<file path="config.mk">
export PLATFORM = sky130hd
export DESIGN_NAME = baud_tick_gen
export DESIGN_NICKNAME = d
export VERILOG_FILES = /design/src/rtl/btg_pkg.sv /design/src/rtl/btg_divider.sv /design/src/rtl/btg_accum.sv /design/src/rtl/baud_tick_gen.sv
export SDC_FILE = /design/constraint.sdc
export NUM_CORES = 1
export LEC_CHECK = 0
export BUFFER_PORTS_ARGS = -buffer_cell sky130_fd_sc_hd__buf_4
export CORE_MARGIN = 10
export CORE_UTILIZATION = 55
export DETAILED_ROUTE_END_ITERATION = 6
export PLACE_DENSITY = 0.85
export SYNTH_ARGS = -nofsm -noshare
export SYNTH_HDL_FRONTEND = slang
export SYNTH_SLANG_ARGS = --single-unit
export TNS_END_PERCENT = 20
</file>
<file path="constraint.sdc">
create_clock -name clk -period 2 [get_ports clk]
set_clock_uncertainty 0.05 [all_clocks]
set_input_delay 0.4 -clock clk [delete_from_list [all_inputs] [get_ports clk]]
set_output_delay 0.4 -clock clk [all_outputs]
set_load 0.02 [all_outputs]
</file>
<file path="src/rtl/btg_pkg.sv">
package btg_pkg;

  // Value loaded into the down-counter when it expires.
  // 0 and 1 both mean "expire every cycle".
  function automatic logic [31:0] next_reload(input logic [31:0] rate);
    return (rate <= 32'd1) ? 32'd0 : rate - 32'd1;
  endfunction

  // One accumulate step; bit 'w' of the result is the carry out of a w-bit sum.
  function automatic logic [32:0] acc_step(input logic [31:0] acc,
                                           input logic [31:0] inc);
    return {1'b0, acc} + {1'b0, inc};
  endfunction

endpackage

</file>
<file path="src/rtl/btg_divider.sv">
module btg_divider #(
  parameter int unsigned RATE_W = 16
) (
  input  logic              clk,
  input  logic              rst_n,
  input  logic              enable,
  input  logic [RATE_W-1:0] rate,
  output logic              hit
);
  import btg_pkg::*;

  logic [RATE_W-1:0] cnt_q;
  logic [31:0]       rate_ext;
  logic [31:0]       reload;

  assign rate_ext = 32'(rate);
  assign reload   = next_reload(rate_ext);
  assign hit      = enable && (cnt_q == '0);

  always_ff @(posedge clk or negedge rst_n) begin
    if (!rst_n)       cnt_q <= '0;
    else if (!enable) cnt_q <= '0;
    else if (hit)     cnt_q <= reload[RATE_W-1:0];
    else              cnt_q <= cnt_q - 1'b1;
  end
endmodule

</file>
<file path="src/rtl/btg_accum.sv">
module btg_accum #(
  parameter int unsigned RATE_W = 16
) (
  input  logic              clk,
  input  logic              rst_n,
  input  logic              enable,
  input  logic [RATE_W-1:0] incr,
  output logic              hit
);
  import btg_pkg::*;

  logic [RATE_W-1:0] acc_q;
  logic [32:0]       sum_w;

  assign sum_w = acc_step(32'(acc_q), 32'(incr));
  assign hit   = enable && sum_w[RATE_W];

  always_ff @(posedge clk or negedge rst_n) begin
    if (!rst_n)       acc_q <= '0;
    else if (!enable) acc_q <= '0;
    else              acc_q <= sum_w[RATE_W-1:0];
  end
endmodule

</file>
<file path="src/rtl/baud_tick_gen.sv">
module baud_tick_gen #(
  parameter int unsigned RATE_W    = 16,
  parameter bit          HAS_ACCUM = 1'b1
) (
  input  logic              clk,
  input  logic              rst_n,
  input  logic              run_en,
  input  logic              accum_mode,
  input  logic [RATE_W-1:0] rate_val,
  output logic              tick
);
  logic div_en;
  logic acc_en;
  logic div_hit;
  logic acc_hit;
  logic tick_q;

  assign div_en = run_en && !(HAS_ACCUM && accum_mode);
  assign acc_en = run_en && HAS_ACCUM && accum_mode;

  btg_divider #(.RATE_W(RATE_W)) u_div (
    .clk(clk), .rst_n(rst_n), .enable(div_en), .rate(rate_val), .hit(div_hit)
  );

  generate
    if (HAS_ACCUM) begin : g_acc
      btg_accum #(.RATE_W(RATE_W)) u_acc (
        .clk(clk), .rst_n(rst_n), .enable(acc_en), .incr(rate_val), .hit(acc_hit)
      );
    end else begin : g_no_acc
      assign acc_hit = 1'b0;
    end
  endgenerate

  always_ff @(posedge clk or negedge rst_n) begin
    if (!rst_n) tick_q <= 1'b0;
    else        tick_q <= div_hit | acc_hit;
  end

  assign tick = tick_q;
endmodule

</file>
After elaboration in Yosys (flattened, before gate mapping)
Cells that the tools add are included.

operators by class
  reductions and logical operators = 6
  add/subtract/negate cells = 3
  mux-type cells = 4
  bitwise logic cells = 1
  $lt $le $gt $ge = 1

operators with widths
  operator                                                                            count
  16-bit two-way mux                                                                  4
  16-bit by 1-bit subtractor with 16-bit output (second input constant)               2
  16-bit by 16-bit adder with 17-bit output                                           1
  16-bit by 1-bit less-or-equal comparator with 1-bit output (second input constant)  1
  16-bit zero test                                                                    1
  1-bit logical AND                                                                   4
  1-bit zero test                                                                     1
  1-bit bitwise OR                                                                    1

word-level totals
  register bits = 33
  logic and storage cells = 18
  input bits = 20
  output and inout bits = 1

Longest topological paths before layout
Gate-level depths: netlist of run 1.

  depth after elaboration = 5
  mapped depth = 8
  depth with buffers taken out = 8

By module
Synthesis of run 1 repeated with hierarchy kept, for this count alone.

unflattened totals
  cell total of the unflattened synthesis = 285
  area total of the unflattened synthesis = 2552.4 um2

modules (own cells, without submodules)
  module         instances  cells each  sequential area each (um2)  area each (um2)
  btg_divider    1          150         400.4                       1292.5
  btg_accum      1          131         400.4                       1212.4
  baud_tick_gen  1          4           25.0                        47.5

Least setup slack after synthesis of run 1
OpenSTA, ideal clock, no wires.

  path kind = input to register
  start point = in rate_val[5]
  end point = reg g_acc.u_acc.acc_q[12]
  slack = -0.206 ns
  stages on the path = 6
  path buffers = 0
  library setup time = 0.127 ns
  required time = 1.823 ns
  data arrival time = 2.029 ns
  path through = ha_1 -> or3_1 -> a21oi_1 -> a21oi_1 -> a311o_1 -> mux2_1

between the ends
  word-level cells in the longest chain between the ends = 2

ends and longest elaborated chain
  item                                       RTL line            text
  from (decl)                                baud_tick_gen.sv:9  input logic [RATE_W-1:0] rate_val,
  16-bit by 16-bit adder with 17-bit output  btg_pkg.sv:12       return {1'b0, acc} + {1'b0, inc};
  16-bit two-way mux                         btg_accum.sv:20     else if (!enable) acc_q <= '0;
  to (signal assigned)                       btg_accum.sv:21     else acc_q <= sum_w[RATE_W-1:0];
  to (decl)                                  btg_accum.sv:12     logic [RATE_W-1:0] acc_q;

No other way between the ends.

Final worst setup path of run 1
  start point = reg g_acc.u_acc.acc_q[5]
  end point = reg g_acc.u_acc.acc_q[12]

between the ends
  word-level cells in the longest chain between the ends = 2

ends and longest elaborated chain
  item                                       RTL line
  16-bit by 16-bit adder with 17-bit output  btg_pkg.sv:12
  16-bit two-way mux                         btg_accum.sv:20

No other way between the ends.

==> run_results.csv, run 1 <==
group,metric,value,unit
die,core.rowCount,25,
setup_path,critPathRequiredTime,2.13,ns
sta,post-route-period-util,104,%
finish,nFillCells,282,
synthesis,synth_seq_cells,33,
pwr,internal_power,0.00268,W
synthesis,syn_avg_cell_area,8.86,um2
drt,drt-initial-drc-count,216,
finish,nNetsFinal,433,
finish,syn2layout_area_growth,36.3,%
setup_path,critPathBufInv,0,
cts,cts_made_buffers,5,
setup_path,start_kind,"flip-flop",
sta,slew_headroom,71.0,%
setup_path,crit_family,"compound AO/OA/AOI/OAI gates",
synthesis,ys.flop_type,"dfrtp_1",
cts,cts_tree,"done",
pwr,seq_power_share,20.3,%
synthesis,synth_common_cells,"nor2_1, dfrtp_1, a21oi_1",
sta,hold_violations,9,
flow_run,drv_cap,0,
place,numPortBuffers,20,
setup_path,path_class,"flip-flop to flip-flop",
setup_path,endpoint_kind,"flip-flop",
cts,clock_path_buffers,2,
synthesis,yosys_warnings,0,
drt,drtPass1Iterations,6,
sta,worst_pin_slew,0.435,ns
outcome,status,"finished with violations",
pwr,p_clk_share,12.1,%
cts,path_clk_slew,0.07,ns
setup_path,crit_path_max_incr_delay,0.40,ns
synthesis,ys_seq_area_share,31.3,%
synthesis,synthCells,298,
pwr,vdd_drop_max,0.654,mV
setup_path,crit_fanout,2,
grt,grt_pass1_vias,2785,
die,die_h,89.3,um
place,place_congestion,0.951,
die,pin_count,21,
outcome,failed_checks,"hold timing, setup timing",
synthesis,synthesis.area,2640,um2
synthesis,post-synth-top-area-cell,"dfrtp_1",
setup_path,worstPathCellList,"ha_4 > or3_1 > a21oi_2 > a21oi_2 > a311o_1 > mux2_4",
sta,max_freq,480,MHz
sta,min_period,2.08,ns
die,die_area,7970,um2
grt,gr-usage-all-layers,19.0,%
grt,grt_max_degree,34,
sta,slew_viol_final,0,
synthesis,yosysUniqueCellTypes,51,
pwr,power.density,1280,nW/um2
pwr,power,0.00462,W
pwr,pwr-share-comb,67.6,%
setup_path,path_common_cell,"a21oi_2",
drt,wl,7310,um
die,start_util,56.3,%
die,core_area,4690,um2
drt,drc_errors,0,
setup_path,cp.arrival,2.21,ns
cts,worstSkewPairLatency,0.29,ns
cts,cts-root-buf,"clkbuf_8",
finish,num_antenna_cells,0,
sta,worst_slack,-0.0829,ns
drt,ant_nets,0,
drt,via_per_inst,5.92,
pwr,p_switching,0.00194,W
cts,cts_max_level,2,
synthesis,synth_most_common_cell,"nor2_1",
synthesis,yosys-top-cells-area,"dfrtp_1, ha_1, nor2_1",
cts,numClockSinks,33,
grt,grt_pass1_wl,12000,um
setup_path,cpMaxStageDelayCell,"dfrtp_1",
grt,grt_overflow,0,
drt,wl_per_cell,16.4,um
place,dp_hpwl,5490,um
synthesis,synth.top_cell.area_share,31.3,%
pwr,p_sw_share,41.9,%
synthesis,syn-num-nets,339,
hold_path,hold_path_class,"primary input to async pin",
drt,num_vias,2647,
die,fp.dieW,89.3,um
pwr,power_leakage,1.67,nW
sta,rsz0062_at_grt,"true",
sta,hold-worst-slack,-0.00548,ns
finish,drive_gt1_share,35.6,%
grt,antenna_found_initial,0,
synthesis,async_flop_share,100,%
sta,setup_viol,2,
finish,final_util,76.7,%
synthesis,synth_edf_count,0,
## cell type report
type / count / area (um2) / share of cell area (%)
Timing Repair Buffer: 93 / 698 / 19.4
Inverter: 9 / 33.8 / 0.939
Sequential cell: 33 / 826 / 22.9
Multi-Input combinational cell: 250 / 1870 / 52.0
Clock buffer: 7 / 96.3 / 2.68
Tap cell: 54 / 67.6 / 1.88
Clock inverter: 1 / 5.00 / 0.139
## final timing paths
path	from	endpoint	slack, ns	depth (start not counted)
setup / recovery	g_acc.u_acc.acc_q[5]$_DFF_PN0_	g_acc.u_acc.acc_q[12]$_DFF_PN0_	-0.08	6
hold / removal	rst_n	u_div.cnt_q[2]$_DFF_PN0_	-0.005	1
setup reg to reg	g_acc.u_acc.acc_q[5]$_DFF_PN0_	g_acc.u_acc.acc_q[12]$_DFF_PN0_	-0.08	6
hold reg to reg	u_div.cnt_q[9]$_DFF_PN0_	u_div.cnt_q[9]$_DFF_PN0_	0.59	2
max in group asynchronous	rst_n	g_acc.u_acc.acc_q[9]$_DFF_PN0_	1.59	1
min in group clk	run_en	tick$_DFF_PN0_	0.35	2
## flip-flops by register name, indices dropped and copies added, names as in the netlist
signal             flops
g_acc.u_acc.acc_q     16
u_div.cnt_q           16
tick                   1
## routing by layer
layer	GRT usage, %	part of all wire [%]	up-vias
met4	8.53	3.2	0
met2	34.9	52	97
met5	0	0	-
li1	-	-	1276
met3	4.19	5.0	24
met1	20.2	39	1250
## power by group through the flow
stage | logic [W] | registers [W] | clock network (W)
floorplan | 0.00198 | 0.000957 | 0
CTS | 0.00302 | 0.000935 | 0.000563
global placement | 0.00278 | 0.000940 | 0
detailed placement | 0.00288 | 0.000948 | 0
finish | 0.00312 | 0.000938 | 0.000557
global route | 0.00339 | 0.000956 | 0.000595
## repair_timing
item                                    CTS  global route
gates resized for setup                   1            11
endpoints found under the setup margin   11            16
buffers inserted                          4             2
pin swaps                                 6             4
hold buffers                              0             0
## kinds of logic after synthesis
kind of cell             count (synthesis)  share of synthesized area, %
multiplexers                             9                          3.46
flip-flops                              33                          31.3
AND/OR/NAND/NOR                        118                          24.3
adder cells (fa/ha/maj)                 21                          10.2
buffers and inverters                   15                          2.56
XOR/XNOR                                22                          7.30
AO/OA/AOI/OAI                           80                          20.9
## per-stage QoR
stage	setup slack, ns	hold WS [ns]	std cells	cell area (um2)	setup TNS [ns]
after detailed placement	-0.287	0.321	433	3390	-1.50
final	-0.0829	-0.00548	447	3600	-0.0973
after floorplan	-0.0523	0.0544	298	2710	-0.0523
after CTS	-0.0413	0.00581	445	3530	-0.0413
after global placement	-0.235	0.317	433	3390	-0.982
after global routing	-0.161	0.00572	447	3600	-0.521
## placed cells by master (no fill, tap or decap), types with 2 or more instances in the layout
cell type and count:
or3_1 2, nand3b_1 4, a22oi_1 5, a21oi_2 7, nor4_1 2, a21boi_0 2
nand2_2 6, ha_4 3, a21oi_1 21, mux2i_1 7, a311o_1 2, xor2_1 7
nor2_1 34, and2_1 3, nand2b_1 6, xnor2_1 15, o21ai_0 8, nand2_1 16
buf_4 93, or4_4 2, clkbuf_8 7, nand4_1 6, nand3_1 8, o21a_1 5
ha_1 17, and3_1 4, a31oi_1 2, a21o_1 7, a31oi_2 2, a211oi_1 2
a22oi_2 2, dfrtp_1 33, o21bai_1 2, nor3_1 13, inv_1 8, o211ai_1 3
(Power assumes the default switching activity.)
==> run 2, diff against run 1 <==
- SETUP_SLACK_MARGIN: not set -> 0.15
==> run 2 against run 1 <==
Effect of this change: the flow still finishes with violations (hold timing, setup timing); worst hold slack worse by 0.00059 ns; register-to-register slack improved by 0.06 ns; global-route usage grew 1.6 points; critical endpoint unchanged; critical path type unchanged; maximum frequency up 3.2%.
==> run_results.csv, run 2 (synthesis results as in run 1) <==
group,metric,value,unit
cts,clock_path_buffers,2,
drt,drc_errors,0,
flow_run,drv_cap,0,
sta,slew_viol_final,0,
finish,finalNonFillerCells,440,
grt,met3_usage,4.01,%
grt,gr-usage-all-layers,20.6,%
setup_path,crit_family,"compound AO/OA/AOI/OAI gates",
cts,holdBufCountCts,0,
sta,hold_violations,7,
finish,syn2layout_area_growth,42.3,%
pwr,p_sw_share,43.5,%
setup_path,critPathBufInv,0,
drt,wl_per_cell,18.2,um
cts,numClockSinks,33,
setup_path,crit_fanout,2,
drt,via_per_inst,6.12,
pwr,power,0.00507,W
finish,final_common_cell,"buf_4",
sta,worst_pin_slew,0.441,ns
setup_path,cpMaxStageDelayCell,"dfrtp_1",
setup_path,critPathRequiredTime,2.13,ns
finish,nNetsFinal,427,
drt,num_vias,2693,
outcome,failed_checks,"hold timing, setup timing",
grt,grt_overflow,0,
setup_path,path_class,"flip-flop to flip-flop",
drt,wl,8020,um
die,pin_count,21,
cts,cts_made_buffers,5,
grt,grt.busiest_layer,"met2",
drt,drtPass1Iterations,4,
die,die_area,7970,um2
finish,final_cell_mix,"buf_4, nor2_1, dfrtp_1",
grt,grt_pass1_vias,2837,
die,core.rowCount,25,
hold_path,hold_path_class,"primary input to async pin",
setup_path,endpoint_kind,"flip-flop",
place,dp_hpwl,5620,um
cts,path_clk_slew,0.07,ns
grt,use_met1,21.5,%
setup_path,worstPathCellList,"ha_4 > or3_4 > a21oi_4 > a21oi_2 > a311o_1 > mux2_4",
sta,hold-worst-slack,-0.00607,ns
cts,cts_tree,"done",
place,dp.cells,427,
pwr,seq_power_share,19.1,%
place,numPortBuffers,20,
place,place_congestion,0.928,
setup_path,start_kind,"flip-flop",
pwr,p_clk_share,10.3,%
die,fp.dieW,89.3,um
pwr,power.density,1350,nW/um2
finish,drive_gt1_share,39.1,%
pwr,power_leakage,1.69,nW
pwr,internal_power,0.00286,W
setup_path,crit_path_max_incr_delay,0.39,ns
pwr,p_switching,0.00221,W
sta,post-route-period-util,101,%
sta,max_freq,495,MHz
die,start_util,56.3,%
grt,grt_max_degree,34,
pwr,pwr-share-comb,70.6,%
finish,final_util,80.1,%
drt,ant_nets,0,
die,die_h,89.3,um
outcome,status,"finished with violations",
die,core_area,4690,um2
drt,drt-initial-drc-count,198,
cts,cts-root-buf,"clkbuf_8",
sta,worst_slack,-0.0184,ns
setup_path,cp.arrival,2.15,ns
cts,cts_max_level,2,
sta,setup_viol,1,
sta,fin_setup_tns,-0.0184,ns
grt,antenna_found_initial,0,
grt,use_met2,38.9,%
cts,worstSkewPairLatency,0.30,ns
sta,min_period,2.02,ns
sta,slew_headroom,70.6,%
finish,num_antenna_cells,0,
sta,rsz0062_at_grt,"true",
pwr,vdd_drop_max,0.727,mV
grt,grt_pass1_wl,12900,um
-- run 2: cell type report --
type                            instances  area [um2]
Clock buffer                            7        86.3
Timing Repair Buffer                   86         661
Inverter                                9        33.8
Tap cell                               54        67.6
Fill cell                             295         936
Multi-Input combinational cell        251        2080
Sequential cell                        33         826
-- run 2: metrics by stage --
stage                     area [um2]  setup WS (ns)
final                           3760        -0.0184
after global routing            3760        -0.0717
after CTS                       3570        -0.0546
after detailed placement        3370         -0.187
after global placement          3370         -0.169
after floorplan                 2720        -0.0523
-- run 2: worst paths after layout --
| check | startpoint | endpoint | slack (ns) | cells past startpoint |
|---|---|---|---|---|
| max | g_acc.u_acc.acc_q[5]$_DFF_PN0_ | g_acc.u_acc.acc_q[12]$_DFF_PN0_ | -0.02 | 6 |
| min | rst_n | g_acc.u_acc.acc_q[1]$_DFF_PN0_ | -0.006 | 1 |
| max reg2reg | g_acc.u_acc.acc_q[5]$_DFF_PN0_ | g_acc.u_acc.acc_q[12]$_DFF_PN0_ | -0.02 | 6 |
| min reg2reg | u_div.cnt_q[13]$_DFF_PN0_ | u_div.cnt_q[13]$_DFF_PN0_ | 0.59 | 2 |
| max in group asynchronous | rst_n | g_acc.u_acc.acc_q[5]$_DFF_PN0_ | 1.59 | 1 |
| min in group clk | run_en | tick$_DFF_PN0_ | 0.33 | 2 |
-- run 2: power groups by stage --
stage / Combinational [W] / Clock (W) / Sequential [W]
3_3_place_gp: 0.00284 / 0 / 0.000947
4_1_cts: 0.00327 / 0.000520 / 0.000972
5_1_grt: 0.00387 / 0.000549 / 0.000988
2_1_floorplan: 0.00198 / 0 / 0.000957
3_5_place_dp: 0.00296 / 0 / 0.000962
6_report: 0.00358 / 0.000522 / 0.000969
-- run 2: repair_timing --
action                     in CTS  in global routing
cloned                          1                  0
setup endpoints to repair      26                 26
pin swaps                      20                 29
resized for setup              22                 24
buffers inserted                1                  4
-- run 2: routing by layer --
metal  vias to the layer above  wire (um)  share of wire (%)
met4                         0        270                3.4
met3                        25        312                3.9
li1                       1272          -                  -
met5                         -          0                  0
met2                        62       4320                 54
met1                      1334       3120                 39
==> run 3, diff against run 2 <==
- CORE_MARGIN: 10 -> 1.5
- CORE_UTILIZATION: 55 -> 40
- PLACE_DENSITY: 0.85 -> 0.67
==> run 3 against run 2 <==
Effect of this change: the flow finishes with violations (setup timing); maximum frequency increased by 0.64%; sequential power decreased by 3.9%; power is 6.4% lower; non-clock buffer count up 8; worst hold slack better by 0.010 ns; via count down 3.9%; die area decreased by 11%; critical path depth unchanged; final area fell by 2.0%; largest power group unchanged.
==> run_results.csv, run 3 (synthesis results as in run 1) <==
group,metric,value,unit
setup_path,cp.arrival,2.13,ns
die,core.rowCount,29,
grt,grt_overflow,0,
grt,antenna_found_initial,0,
die,pin_count,21,
die,fp.dieW,84.2,um
place,dp.cells,453,
drt,drt-initial-drc-count,115,
sta,slew_viol_final,0,
grt,grt_pass1_wl,12300,um
grt,grt_pass1_vias,2649,
setup_path,path_class,"flip-flop to flip-flop",
cts,clock_path_buffers,2,
finish,final_cell_mix,"buf_4, nor2_1, dfrtp_1",
outcome,status,"finished with violations",
drt,wl_per_cell,15.2,um
cts,cts_max_level,2,
finish,drive_gt1_share,37.7,%
sta,rsz0062_at_grt,"true",
cts,cts_tree,"done",
grt,gr-usage-all-layers,21.3,%
place,numPortBuffers,20,
pwr,power.density,1290,nW/um2
setup_path,start_kind,"flip-flop",
finish,finalNonFillerCells,472,
sta,hold_violations,0,
die,core_area,6350,um2
sta,min_period,2.01,ns
cts,numClockSinks,33,
die,start_util,41.6,%
cts,cts_made_buffers,5,
place,dp_hpwl,5460,um
finish,nNetsFinal,435,
sta,hold-worst-slack,0.00433,ns
finish,final_common_cell,"buf_4",
sta,setup_viol,1,
drt,wl,7170,um
pwr,vdd_drop_max,1.07,mV
place,place_congestion,0.860,
setup_path,critPathRequiredTime,2.12,ns
finish,num_antenna_cells,0,
cts,cts-root-buf,"clkbuf_8",
setup_path,endpoint_kind,"flip-flop",
drt,ant_nets,0,
drt,drc_errors,0,
sta,worst_slack,-0.00558,ns
die,die_h,84.2,um
pwr,power_leakage,1.68,nW
sta,worst_pin_slew,0.471,ns
sta,fin_setup_tns,-0.00558,ns
sta,max_freq,499,MHz
sta,slew_headroom,68.5,%
flow_run,drv_cap,0,
grt,grt_max_degree,34,
hold_path,hold_path_class,"primary input to async pin",
die,die_area,7100,um2
drt,via_per_inst,5.48,
cts,path_clk_slew,0.07,ns
drt,num_vias,2587,
finish,syn2layout_area_growth,39.5,%
sta,post-route-period-util,100,%
setup_path,crit_fanout,2,
cts,worstSkewPairLatency,0.29,ns
outcome,failed_checks,"setup timing",
cts,holdBufCountCts,0,
drt,drtPass1Iterations,4,
run 3: changes by cell type in the layout (fill, tap and decap cells not counted), sizes merged:
cell and change:
clkinv +2, clkbuf -1, buf +8
run 3: per-layer routing:
layer	global-route usage, %	share of wire (%)
met1	26.2	43
met2	38.4	53
met3	2.85	1.9
met4	6.71	2.4
met5	0	0
run 3: power breakdown:
group          leakage (nW)  switching (W)  internal (W)
Clock                0.0450       0.000258      0.000241
Sequential            0.446       0.000112      0.000819
Combinational          1.19        0.00167       0.00164
Total                  1.68        0.00204       0.00270
run 3: timing repair:
action / CTS / global route
gates resized for setup: 7 / 15
pin swaps: 9 / 14
setup buffers: 7 / 3
setup endpoints to repair: 26 / 26
cloned: 1 / 0
run 3: area by class of cell:
| class | instances | area [um2] |
|---|---|---|
| clock buffers | 6 | 72.6 |
| clock inverters | 2 | 10.0 |
| fillers | 577 | 2670 |
| inverters | 9 | 33.8 |
| multi-input cells | 251 | 1940 |
| flip-flops and latches | 33 | 826 |
| well taps | 77 | 96.3 |
| repair buffers | 94 | 706 |
run 3: per-stage QoR:
stage          power (W)  setup WS [ns]  utilization, %  instance area (um2)
6_report         0.00475       -0.00558            58.0                 3680
2_1_floorplan    0.00294        -0.0523               -                 2720
3_3_place_gp     0.00372         -0.189            53.8                 3420
4_1_cts          0.00460        0.00211            56.6                 3590
5_1_grt          0.00513        -0.0883            58.0                 3680
3_5_place_dp     0.00381         -0.190            53.8                 3420
run 3: path summary, 6_finish.rpt:
kind                                                start                               to  slack [ns]  depth (start not counted)
hold / removal                                      rst_n   g_acc.u_acc.acc_q[0]$_DFF_PN0_       0.004                          1
min in group clk                               accum_mode   g_acc.u_acc.acc_q[0]$_DFF_PN0_        0.36                          2
hold reg to reg            g_acc.u_acc.acc_q[0]$_DFF_PN0_   g_acc.u_acc.acc_q[0]$_DFF_PN0_        0.59                          2
max in group asynchronous                           rst_n                   tick$_DFF_PN0_        1.59                          1
setup / recovery           g_acc.u_acc.acc_q[5]$_DFF_PN0_  g_acc.u_acc.acc_q[12]$_DFF_PN0_      -0.006                          6
setup reg to reg           g_acc.u_acc.acc_q[5]$_DFF_PN0_  g_acc.u_acc.acc_q[12]$_DFF_PN0_      -0.006                          6
run 3: worst max-delay path, cell delays in order (launching register included):
cell,delay (ns)
dfrtp_1,0.40
ha_4,0.22
or3_4,0.35
a21oi_4,0.17
a21oi_2,0.05
a311o_1,0.35
mux2_4,0.30
